### config.mk
export PLATFORM = sky130hd
export DESIGN_NAME = srch_result_regfile
export DESIGN_NICKNAME = d
export VERILOG_FILES = /design/src/rtl/srr_pkg.sv /design/src/rtl/srr_align.sv /design/src/rtl/srr_update.sv /design/src/rtl/srr_store.sv /design/src/rtl/srr_access.sv /design/src/rtl/srch_result_regfile.sv
export SDC_FILE = /design/constraint.sdc
export NUM_CORES = 1
export LEC_CHECK = 0
export ABC_AREA = 1
export BUFFER_PORTS_ARGS = -buffer_cell sky130_fd_sc_hd__buf_2
export CORE_ASPECT_RATIO = 0.5
export CORE_MARGIN = 2
export CORE_UTILIZATION = 36
export CTS_CLUSTER_DIAMETER = 40
export DETAILED_ROUTE_END_ITERATION = 7
export GPL_TIMING_DRIVEN = 0
export SLEW_MARGIN = 20
export SYNTH_ARGS = -nofsm -noshare
export SYNTH_HDL_FRONTEND = slang
export SYNTH_SLANG_ARGS = --single-unit
### constraint.sdc
create_clock -name clk -period 1.35 [get_ports clk]
set_clock_uncertainty 0.15 [all_clocks]
set_input_delay 0.27 -clock clk [delete_from_list [all_inputs] [get_ports clk]]
set_output_delay 0.27 -clock clk [all_outputs]
set_load 0.1 [all_outputs]
### src/rtl/srr_pkg.sv
package srr_pkg;
  typedef enum logic [1:0] {
    ESZ_SINGLE = 2'b00,
    ESZ_DOUBLE = 2'b01,
    ESZ_QUAD   = 2'b10,
    ESZ_UNUSED = 2'b11
  } esize_e;
endpackage

### src/rtl/srr_align.sv
module srr_align #(
  parameter int IDX_W = 14
) (
  input  logic [IDX_W-1:0] idx_in,
  input  logic [1:0]       esize,
  output logic [IDX_W-1:0] idx_out
);
  import srr_pkg::*;

  localparam int LOW_KEEP = IDX_W - 2;

  always_comb begin
    unique case (esize_e'(esize))
      ESZ_SINGLE: idx_out = idx_in;
      ESZ_DOUBLE: idx_out = {idx_in[IDX_W-1:1], 1'b0};
      default:    idx_out = {idx_in[IDX_W-1:2], 2'b00};
    endcase
  end

  // any wide entry code yields an even index, upper bits preserved
  always_comb begin
    if (esize != 2'b00) begin
      assert (idx_out[0] == 1'b0);
      assert (idx_out[IDX_W-1:2] == idx_in[LOW_KEEP+1:2]);
    end
  end
endmodule

### src/rtl/srr_update.sv
module srr_update #(
  parameter int NUM_REGS = 8,
  parameter int SEL_W    = $clog2(NUM_REGS)
) (
  input  logic                srch_en,
  input  logic [SEL_W-1:0]    srch_dst,
  input  logic                srch_hit,
  input  logic                srch_lwin,
  input  logic                srch_gwin,
  output logic [NUM_REGS-1:0] idx_we,
  output logic [NUM_REGS-1:0] val_set
);
  logic take_idx;
  logic take_val;

  assign take_idx = srch_en & srch_hit & (srch_lwin | srch_gwin);
  assign take_val = srch_en & srch_hit & srch_gwin;

  for (genvar g = 0; g < NUM_REGS; g++) begin : g_dec
    assign idx_we[g]  = take_idx & (srch_dst == SEL_W'(g));
    assign val_set[g] = take_val & (srch_dst == SEL_W'(g));
  end

  // at most one register written; R6: valid set only with an index write
  always_comb begin
    assert ($onehot0(idx_we));
    assert ((val_set & ~idx_we) == '0);
  end
endmodule

### src/rtl/srr_store.sv
module srr_store #(
  parameter int NUM_REGS = 8,
  parameter int IDX_W    = 14
) (
  input  logic                           clk,
  input  logic                           rst,
  input  logic [NUM_REGS-1:0]            idx_we,
  input  logic [NUM_REGS-1:0]            val_set,
  input  logic [IDX_W-1:0]               idx_wdata,
  output logic [NUM_REGS-1:0][IDX_W-1:0] idx_q,
  output logic [NUM_REGS-1:0]            val_q
);
  for (genvar g = 0; g < NUM_REGS; g++) begin : g_ent
    always_ff @(posedge clk) begin
      if (rst) begin
        idx_q[g] <= '0;
        val_q[g] <= 1'b0;
      end else begin
        if (idx_we[g])  idx_q[g] <= idx_wdata;
        if (val_set[g]) val_q[g] <= 1'b1;
      end
    end

    p_idx_hold_r4: assert property (@(posedge clk) disable iff (rst)
      !idx_we[g] |=> $stable(idx_q[g]));
    p_valid_sticky_r6: assert property (@(posedge clk) disable iff (rst)
      val_q[g] |=> val_q[g]);
    p_valid_needs_win_r6: assert property (@(posedge clk) disable iff (rst)
      (!val_set[g] && !val_q[g]) |=> !val_q[g]);
  end
endmodule

### src/rtl/srr_access.sv
module srr_access #(
  parameter int NUM_REGS  = 8,
  parameter int IDX_W     = 14,
  parameter int REG_W     = 68,
  parameter int VALID_POS = 31,
  parameter int SEL_W     = $clog2(NUM_REGS)
) (
  input  logic                           clk,
  input  logic                           rst,
  input  logic [NUM_REGS-1:0][IDX_W-1:0] idx_q,
  input  logic [NUM_REGS-1:0]            val_q,
  input  logic                           rd_en,
  input  logic [SEL_W-1:0]               rd_sel,
  output logic                           rd_vld,
  output logic [REG_W-1:0]               rd_data,
  input  logic                           ind_req,
  input  logic [SEL_W-1:0]               ind_sel,
  input  logic                           ind_wr,
  output logic                           ind_go,
  output logic [IDX_W-1:0]               ind_addr,
  output logic                           ind_wr_o
);
  logic [REG_W-1:0] word_sel;

  always_comb begin
    word_sel = '0;
    word_sel[IDX_W-1:0] = idx_q[rd_sel];
    word_sel[VALID_POS] = val_q[rd_sel];
  end

  always_ff @(posedge clk) begin
    if (rst) begin
      rd_vld   <= 1'b0;
      rd_data  <= '0;
      ind_go   <= 1'b0;
      ind_addr <= '0;
      ind_wr_o <= 1'b0;
    end else begin
      rd_vld <= rd_en;
      if (rd_en) rd_data <= word_sel;
      ind_go <= ind_req & val_q[ind_sel];
      if (ind_req) begin
        ind_addr <= idx_q[ind_sel];
        ind_wr_o <= ind_wr;
      end
    end
  end

  p_rd_follows_r2: assert property (@(posedge clk) disable iff (rst)
    rd_en |=> rd_vld);
  p_reserved_zero_r2: assert property (@(posedge clk) disable iff (rst)
    rd_vld |-> (rd_data[REG_W-1:VALID_POS+1] == '0 &&
                rd_data[VALID_POS-1:IDX_W] == '0));
  p_go_needs_valid_r7: assert property (@(posedge clk) disable iff (rst)
    (ind_req && !val_q[ind_sel]) |=> !ind_go);
  p_go_needs_req_r7: assert property (@(posedge clk) disable iff (rst)
    !ind_req |=> !ind_go);
endmodule

### src/rtl/srch_result_regfile.sv
module srch_result_regfile #(
  parameter int NUM_REGS  = 8,
  parameter int IDX_W     = 14,
  parameter int REG_W     = 68,
  parameter int VALID_POS = 31,
  localparam int SEL_W    = $clog2(NUM_REGS)
) (
  input  logic             clk,
  input  logic             rst,
  input  logic             srch_en,
  input  logic [SEL_W-1:0] srch_dst,
  input  logic             srch_hit,
  input  logic             srch_lwin,
  input  logic             srch_gwin,
  input  logic [IDX_W-1:0] srch_index,
  input  logic [1:0]       srch_esize,
  input  logic             rd_en,
  input  logic [SEL_W-1:0] rd_sel,
  output logic             rd_vld,
  output logic [REG_W-1:0] rd_data,
  input  logic             ind_req,
  input  logic [SEL_W-1:0] ind_sel,
  input  logic             ind_wr,
  output logic             ind_go,
  output logic [IDX_W-1:0] ind_addr,
  output logic             ind_wr_o
);
  logic [IDX_W-1:0]               idx_aligned;
  logic [NUM_REGS-1:0]            idx_we;
  logic [NUM_REGS-1:0]            val_set;
  logic [NUM_REGS-1:0][IDX_W-1:0] idx_q;
  logic [NUM_REGS-1:0]            val_q;

  srr_align #(.IDX_W(IDX_W)) u_align (
    .idx_in (srch_index),
    .esize  (srch_esize),
    .idx_out(idx_aligned)
  );

  srr_update #(.NUM_REGS(NUM_REGS), .SEL_W(SEL_W)) u_update (
    .srch_en  (srch_en),
    .srch_dst (srch_dst),
    .srch_hit (srch_hit),
    .srch_lwin(srch_lwin),
    .srch_gwin(srch_gwin),
    .idx_we   (idx_we),
    .val_set  (val_set)
  );

  srr_store #(.NUM_REGS(NUM_REGS), .IDX_W(IDX_W)) u_store (
    .clk      (clk),
    .rst      (rst),
    .idx_we   (idx_we),
    .val_set  (val_set),
    .idx_wdata(idx_aligned),
    .idx_q    (idx_q),
    .val_q    (val_q)
  );

  srr_access #(.NUM_REGS(NUM_REGS), .IDX_W(IDX_W), .REG_W(REG_W),
               .VALID_POS(VALID_POS), .SEL_W(SEL_W)) u_access (
    .clk     (clk),
    .rst     (rst),
    .idx_q   (idx_q),
    .val_q   (val_q),
    .rd_en   (rd_en),
    .rd_sel  (rd_sel),
    .rd_vld  (rd_vld),
    .rd_data (rd_data),
    .ind_req (ind_req),
    .ind_sel (ind_sel),
    .ind_wr  (ind_wr),
    .ind_go  (ind_go),
    .ind_addr(ind_addr),
    .ind_wr_o(ind_wr_o)
  );
endmodule

# --- Yosys cells after proc, flatten, opt, wreduce, memory -nomap -nowiden ---
# Index checks and enable logic that the tools add are counted.
# W data, S select, Z words.
op_classes:
  n_lt_le_gt_ge: 2
  eq_ne: 8
  mux: 9
  bitwise_logic: 21
  n_reduce_logical: 2
op_table:
  columns: ["op", "n"]
  rows:
  - ["$bmux W14 S3", 2]
  - ["$mux W14", 2]
  - ["$and A1 B1 Y1", 20]
  - ["$eq A3 B3 Y1 const B", 4]
  - ["$lt A3 B4 Y1 const B", 2]
  - ["$bmux W1 S3", 2]
  - ["$eq A3 B2 Y1 const B", 2]
  - ["$pmux W2 S2", 1]
  - ["$eq A3 B1 Y1 const B", 1]
  - ["$logic_not A3 Y1", 1]
  - ["$eq A2 B1 Y1 const B", 1]
  - ["$logic_not A2 Y1", 1]
  - ["$mux W1", 2]
  - ["$or A1 B1 Y1", 1]
totals:
  reg_bits: 152
  inputBits: 34
  output_inout_bits: 85
  elab_cells: 63

# --- Longest topological paths before layout ---
# Gate-level depths: netlist of run 1.
logic_depth:
  word_depth: 3
  depth_mapped: 9
  depth_no_buf: 7

# --- Hierarchy ---
# From an unflattened synthesis of run 1, not the netlist that was laid out.
unflattened:
  hier_cells: 1467
  area_unflattened_um2: 8813.5
modules_own_cells:
  columns: ["mod", "instances", "cells_each", "area_each_um2", "seq_area_each_um2"]
  rows:
  - ["srr_store", 1, 636, 4454.3, 2402.3]
  - ["srr_access", 1, 780, 4093.9, 640.6]
  - ["srr_update", 1, 34, 153.9, 0.0]
  - ["srr_align", 1, 17, 111.4, 0.0]

# --- Worst setup path after synthesis of run 1 ---
# No wires, ideal clock.
synth_timing:
  path_kind: "reg-to-reg"
  startpoint: "register, netlist name u_access.ind_addr[0]"
  endpoint: "register u_access.ind_addr[0]"
  setup_time_ns: 0.071
  arrival_time_ns: 1.245
  required_ns: 1.129
  path_slack_ns: -0.116
  path_stages_with_launch: 3
  path_buffers: 0
  synth_period_minus_slack_ns: 1.466
  path_cell_list: "dfxtp_1 o21ai_0 a21oi_1"
synth_lines:
  columns: ["item", "line", "rtl"]
  rows:
  - ["end signal: assignment", "srr_access.sv:43", "ind_addr <= idx_q[ind_sel];"]
  - ["end: declaration", "srr_access.sv:20", "output logic [IDX_W-1:0] ind_addr,"]

# --- Worst setup path after layout of run 1 ---
layout_timing:
  startpoint: "register u_access.rd_data[12]"
  endpoint: "output rd_data[12]"
layout_lines:
  columns: ["item", "line", "rtl"]
  rows:
  - ["start: declaration", "srr_access.sv:15", "output logic [REG_W-1:0] rd_data,"]
  - ["start signal: assignment", "srr_access.sv:40", "if (rd_en) rd_data <= word_sel;"]
  - ["end: declaration", "srch_result_regfile.sv:20", "output logic [REG_W-1:0] rd_data,"]
# No word-level cell between the ends.

==> impl_metrics.json, run 1 <==
{
  "status": "finished, violations left",
  "violations": "setup timing",
  "area_growth_pct": 28.6,
  "setup_violations": 32,
  "cap_viol_max_count": 0,
  "grt_pass1_wl_mm": 50.0,
  "htreeDepth": 4,
  "clock_latency_ns": 0.44,
  "power-per-cell-area_nw_per_um2": 1240,
  "critPathTopFamily": "flip-flops",
  "ant_nets": 0,
  "cts_max_path_buffers": 2,
  "slowest_delay_ns": 0.36,
  "setup_ws_ns": -0.0572,
  "synthCells": 1261,
  "critPathRequiredTime_ns": 0.93,
  "routed_via_density": 5.29,
  "grt_max_degree": 17,
  "dp_hpwl_mm": 26.0,
  "synth_area_um2": 8070,
  "drtIter0Drc": 1146,
  "die-area_um2": 23700,
  "critPathCaptureType": "primary output",
  "clk_pin_slew_worst_paths_ns": 0.06,
  "drive_gt1_frac": 0.199,
  "cts_root_buf": "clkbuf_16",
  "fmax_mhz": 711,
  "max_slew_margin": 0.588,
  "crit_buf_inv": 1,
  "drt-total-wl_mm": 35.1,
  "start_util": 0.370,
  "grt_pass1_vias": 7952,
  "crit_start": "u_access.rd_data[12]",
  "gp_congestion": 0.973,
  "cts_tree": "built",
  "diodes": 0,
  "firstDrtPassIters": 6,
  "numCtsBuffers": 17,
  "grt_antenna_before_repair": 1,
  "route.vias.total": 9071,
  "design_area_um2": 10400,
  "dp_worst_setup_slack_ns": -0.703,
  "syn_avg_cell_area_um2": 6.40,
  "total_power_mw": 12.9,
  "fin_tns_setup_ns": -1.15,
  "fin_nets": 1435,
  "grt-ovfl-total": 0,
  "worst-slew-pin-transition_ns": 0.619,
  "wl_per_cell_um": 20.5,
  "peakVddDrop_mv": 0.719,
  "timing.final.max_slew_violations": 0,
  "crit_chain": "buf_12",
  "worstPathArrival_ns": 0.99,
  "worstHoldPathType": "in2reg",
  "rows": 38,
  "drc_errors": 0,
  "ys_seq_area_frac": 0.377,
  "cp_slowest_cell": "dfxtp_2",
  "io_pins": 119,
  "synth-seq-cells": 152,
  "place_area_um2": 9010,
  "synth_warnings": 0,
  "yosysUniqueCellTypes": 22,
  "cp-start-kind": "flop",
  "criticalPathCategory": "reg2out",
  "p_leak_nw": 4.72,
  "rsz0062_at_grt": "true",
  "numPortBuffers": 60,
  "hold_path_startpoint": "rd_en",
  "worstReg2RegStart": "u_store.idx_q[105]",
  "layout_min_cycle_time_ns": 1.41,
  "fill_cells": 2285,
  "timing.final.hold_violations": 0,
  "die_w_um": 216,
  "die_h_um": 110,
  "fin_crit_sh": 1.04,
  "clock-sinks": 152,
  "path_max_fanout": 2,
  "grt.total_usage": 0.297,
  "core_area_um2": 21800
}
==> Yosys cell counts <==
library cell / n / share of area
nor2_1: 62 / 0.029
nand3_1: 205 / 0.13
nand2_2: 1 / 0.00078
nor3_4: 2 / 0.0040
o21ai_0: 112 / 0.069
clkbuf_1: 64 / 0.030
a21oi_1: 124 / 0.077
o21a_1: 2 / 0.0019
inv_1: 130 / 0.060
buf_4: 59 / 0.055
buf_1: 4 / 0.0019
nor2_2: 1 / 0.00078
nor3_2: 2 / 0.0025
nand2_1: 316 / 0.15
buf_2: 9 / 0.0056
buf_6: 3 / 0.0042
nor3b_1: 1 / 0.00093
dfxtp_1: 152 / 0.38
conb_1: 1 / 0.00046
nor3_1: 4 / 0.0025
inv_2: 5 / 0.0023
clkinv_1: 2 / 0.00093
==> cell type report <==
cell class / count / area [µm²] / share of cell area
clock buffer: 21 / 460 / 0.0444
inverter: 137 / 522 / 0.0503
sequential: 152 / 3080 / 0.297
clock inverter: 11 / 146 / 0.0141
multi-input combinational: 885 / 4070 / 0.392
timing repair buffer: 69 / 851 / 0.0820
buffer: 139 / 871 / 0.0839
tap: 300 / 375 / 0.0362
==> flip-flops by register name (all words and copies together), names as in the netlist <==
signal / count
u_store.val_q: 8
u_access.rd_data: 15
u_access.ind_wr_o: 1
u_access.ind_addr: 14
u_store.idx_q: 112
u_access.ind_go: 1
u_access.rd_vld: 1
==> final timing paths <==
check | endpoint | slack (ns) | cells past startpoint
setup / recovery | rd_data[12] | -0.06 | 1
hold / removal | u_access.rd_data[0] | 0.03 | 3
setup reg to reg | u_access.ind_addr[7] | 0.04 | 6
hold reg to reg | u_store.idx_q[106] | 0.31 | 2
==> cells in the final DEF, fill, tap and decap left out, drive strengths merged, types with 3 or more instances in the layout <==
cell	instances
conb	53
o21ai	112
clkinvlp	4
nand3	205
inv	136
dfxtp	152
clkbuf	82
nand2	317
nor3	8
a21oi	124
nor2	63
bufinv	3
buf	146
clkinv	5
==> power breakdown <==
group          leakage (nW)  switching [mW]  total (mW)  internal [mW]
clock network         0.293            2.01        5.02           3.01
logic                  3.18            2.33        3.13          0.801
registers              1.24          0.0964        4.73           4.63
total                  4.72            4.43        12.9           8.44
==> worst register-to-register path, stage by stage (launching register included) <==
cell and delay, ns:
dfxtp_1 0.34, inv_1 0.09, nand2_1 0.07, nand3_1 0.17, nand3_1 0.14, nand2_1 0.12, a21oi_1 0.15
==> metal layers <==
| metal | share of wire | wire length, µm | track usage |
|---|---|---|---|
| met1 | 0.45 | 16000 | 0.411 |
| met5 | 0 | 0 | 0 |
| met4 | 0.033 | 1150 | 0.117 |
| met3 | 0.14 | 4760 | 0.126 |
| met2 | 0.38 | 13200 | 0.401 |
==> stage by stage <==
stage	instances	hold WS [ns]	util
final	1714	0.0277	0.475
after global routing	1714	0.0451	0.475
after CTS	1707	0.0138	0.465
after detailed placement	1674	0.304	0.413
after global placement	1673	0.300	0.412
after floorplan	1313	0.245	-
==> what timing repair did <==
action,CTS,global route
pin swaps,1,5
hold endpoints to repair,1,0
buffers inserted,0,7
resized for setup,155,89
endpoints found under the setup margin,121,142
hold buffers,1,0
==> logic make-up (layout without fill, tap and decap cells) <==
group           after synthesis  count (layout)  synth area share
flops                       152             152             0.377
simple gates                594             594             0.314
other cells                   1              53          0.000465
compound gates              238             238             0.148
buf+inv                     276             377             0.160
No activity file was read; power rests on OpenSTA's default activity.
==> run 2, diff against run 1 <==
--- a/constraint.sdc
+++ b/constraint.sdc
@@ -3,3 +3,3 @@
 set_input_delay 0.27 -clock clk [delete_from_list [all_inputs] [get_ports clk]]
 set_output_delay 0.27 -clock clk [all_outputs]
-set_load 0.1 [all_outputs]
+set_load 0.01 [all_outputs]
==> impl_metrics.json, run 2 (synthesis results as in run 1) <==
{
  "drtIter0Drc": 1364,
  "worst-slew-pin-transition_ns": 0.647,
  "grt_pass1_vias": 7683,
  "core_area_um2": 21800,
  "cp_slowest_cell": "clkbuf_1",
  "power-per-cell-area_nw_per_um2": 1160,
  "route.vias.total": 8955,
  "fill_cells": 2318,
  "cts_tree": "built",
  "routed_via_density": 5.24,
  "p_leak_nw": 4.51,
  "fmax_mhz": 734,
  "fin_crit_sh": 1.01,
  "place_area_um2": 8960,
  "numPortBuffers": 60,
  "setup_violations": 2,
  "grt-ovfl-total": 0,
  "layout_min_cycle_time_ns": 1.36,
  "largest_register_ffs": 112,
  "largest-register": "u_store.idx_q",
  "criticalPathCategory": "in2reg",
  "clock_latency_ns": 0.44,
  "seqCellArea_um2": 3070,
  "die_h_um": 110,
  "final_common_cell": "nand2_1",
  "critPathTopFamily": "buffers and inverters",
  "htreeDepth": 4,
  "clock-sinks": 152,
  "peakVddDrop_mv": 0.649,
  "rows": 38,
  "top_regs": "u_store.idx_q: 112 flops, u_access.rd_data: 15 flops, u_access.ind_addr: 14 flops",
  "clk_pin_slew_worst_paths_ns": 0.07,
  "multi_input_area_um2": 4030,
  "cts_max_path_buffers": 2,
  "status": "finished, violations left",
  "crit_buf_inv": 2,
  "cap_viol_max_count": 0,
  "gp_congestion": 0.974,
  "path_max_fanout": 10,
  "io_pins": 119,
  "timing.final.max_slew_violations": 0,
  "worstHoldPathType": "in2reg",
  "critPathRequiredTime_ns": 1.52,
  "firstDrtPassIters": 5,
  "grt_antenna_before_repair": 4,
  "cp-start-kind": "primary input",
  "grt_pass1_wl_mm": 50.7,
  "violations": "setup timing",
  "worstPathArrival_ns": 1.53,
  "final_core_util": 0.447,
  "cts_root_buf": "clkbuf_16",
  "numCtsBuffers": 17,
  "critPathCaptureType": "flop",
  "start_util": 0.370,
  "wl_per_cell_um": 20.8,
  "grt.total_usage": 0.300,
  "dp_worst_setup_slack_ns": -0.790,
  "fin_nets": 1431,
  "timing.final.hold_violations": 0,
  "drive_gt1_frac": 0.187,
  "design_area_um2": 9760,
  "crit_chain": "clkbuf_1 -> clkbuf_1 -> nand3_1 -> nand2_1 -> a21oi_1",
  "dp_hpwl_mm": 26.4,
  "area_growth_pct": 21.0,
  "slowest_delay_ns": 0.48,
  "die_w_um": 216,
  "final_cell_mix": "310 x nand2_1, 195 x nand3_1, 134 x dfxtp_1",
  "grt_max_degree": 17,
  "total_power_mw": 11.4,
  "crit_top_cell": "clkbuf_1",
  "die-area_um2": 23700,
  "setup_ws_ns": -0.0119,
  "drc_errors": 0,
  "max_slew_margin": 0.568,
  "drt-total-wl_mm": 35.5,
  "ant_nets": 0,
  "rsz0062_at_grt": "true",
  "fin_tns_setup_ns": -0.0190
}
==> run 2: path summary, 6_finish.rpt <==
check        slack [ns]         startpoint  cells after the start                   end
min reg2reg        0.31  u_store.idx_q[55]                      2     u_store.idx_q[55]
max               -0.01          rd_sel[2]                      5  u_access.rd_data[11]
max reg2reg        0.02  u_store.idx_q[45]                      6  u_access.ind_addr[3]
min               0.009              rd_en                      3   u_access.rd_data[0]
==> run 2: power breakdown <==
| group | switching [mW] | leakage (nW) | total [mW] | internal, mW |
|---|---|---|---|---|
| Clock | 2.02 | 0.274 | 4.85 | 2.84 |
| Combinational | 1.26 | 3.00 | 1.82 | 0.563 |
| Sequential | 0.0554 | 1.24 | 4.68 | 4.62 |
==> run 2: final cells by class <==
type,count,share of cell area
inverters,137,0.0534
clock inverters,8,0.00999
flip-flops and latches,152,0.314
repair buffers,65,0.0355
well taps,300,0.0384
multi-input cells,885,0.412
clock buffers,22,0.0486
diodes,1,0.000256
plain buffers,139,0.0876
==> run 2: metrics by stage <==
step,hold slack [ns],std cells
6_report,0.00917,1709
5_1_grt,0.0559,1708
4_1_cts,0.00136,1705
3_5_place_dp,0.302,1674
3_3_place_gp,0.299,1673
2_1_floorplan,0.252,1313
==> run 2: worst min-delay path, cell delays in order <==
cell     delay (ns)
buf_2          0.10
o21ai_0        0.09
a21oi_1        0.10
==> run 2: what timing repair did <==
item / 4_1_cts / 5_1_grt
resized for setup: 38 / 82
hold buffers: 1 / 0
pin swaps: 1 / 1
setup buffers: 0 / 3
hold endpoints to repair: 1 / 0
endpoints found under the setup margin: 109 / 121
==> run 2: layer usage <==
metal	wire, µm	vias up	GRT usage
li1	-	4216	-
met1	16600	4176	0.454
met2	13500	521	0.401
met3	4770	42	0.0943
met4	608	0	0.0754
met5	0	-	0
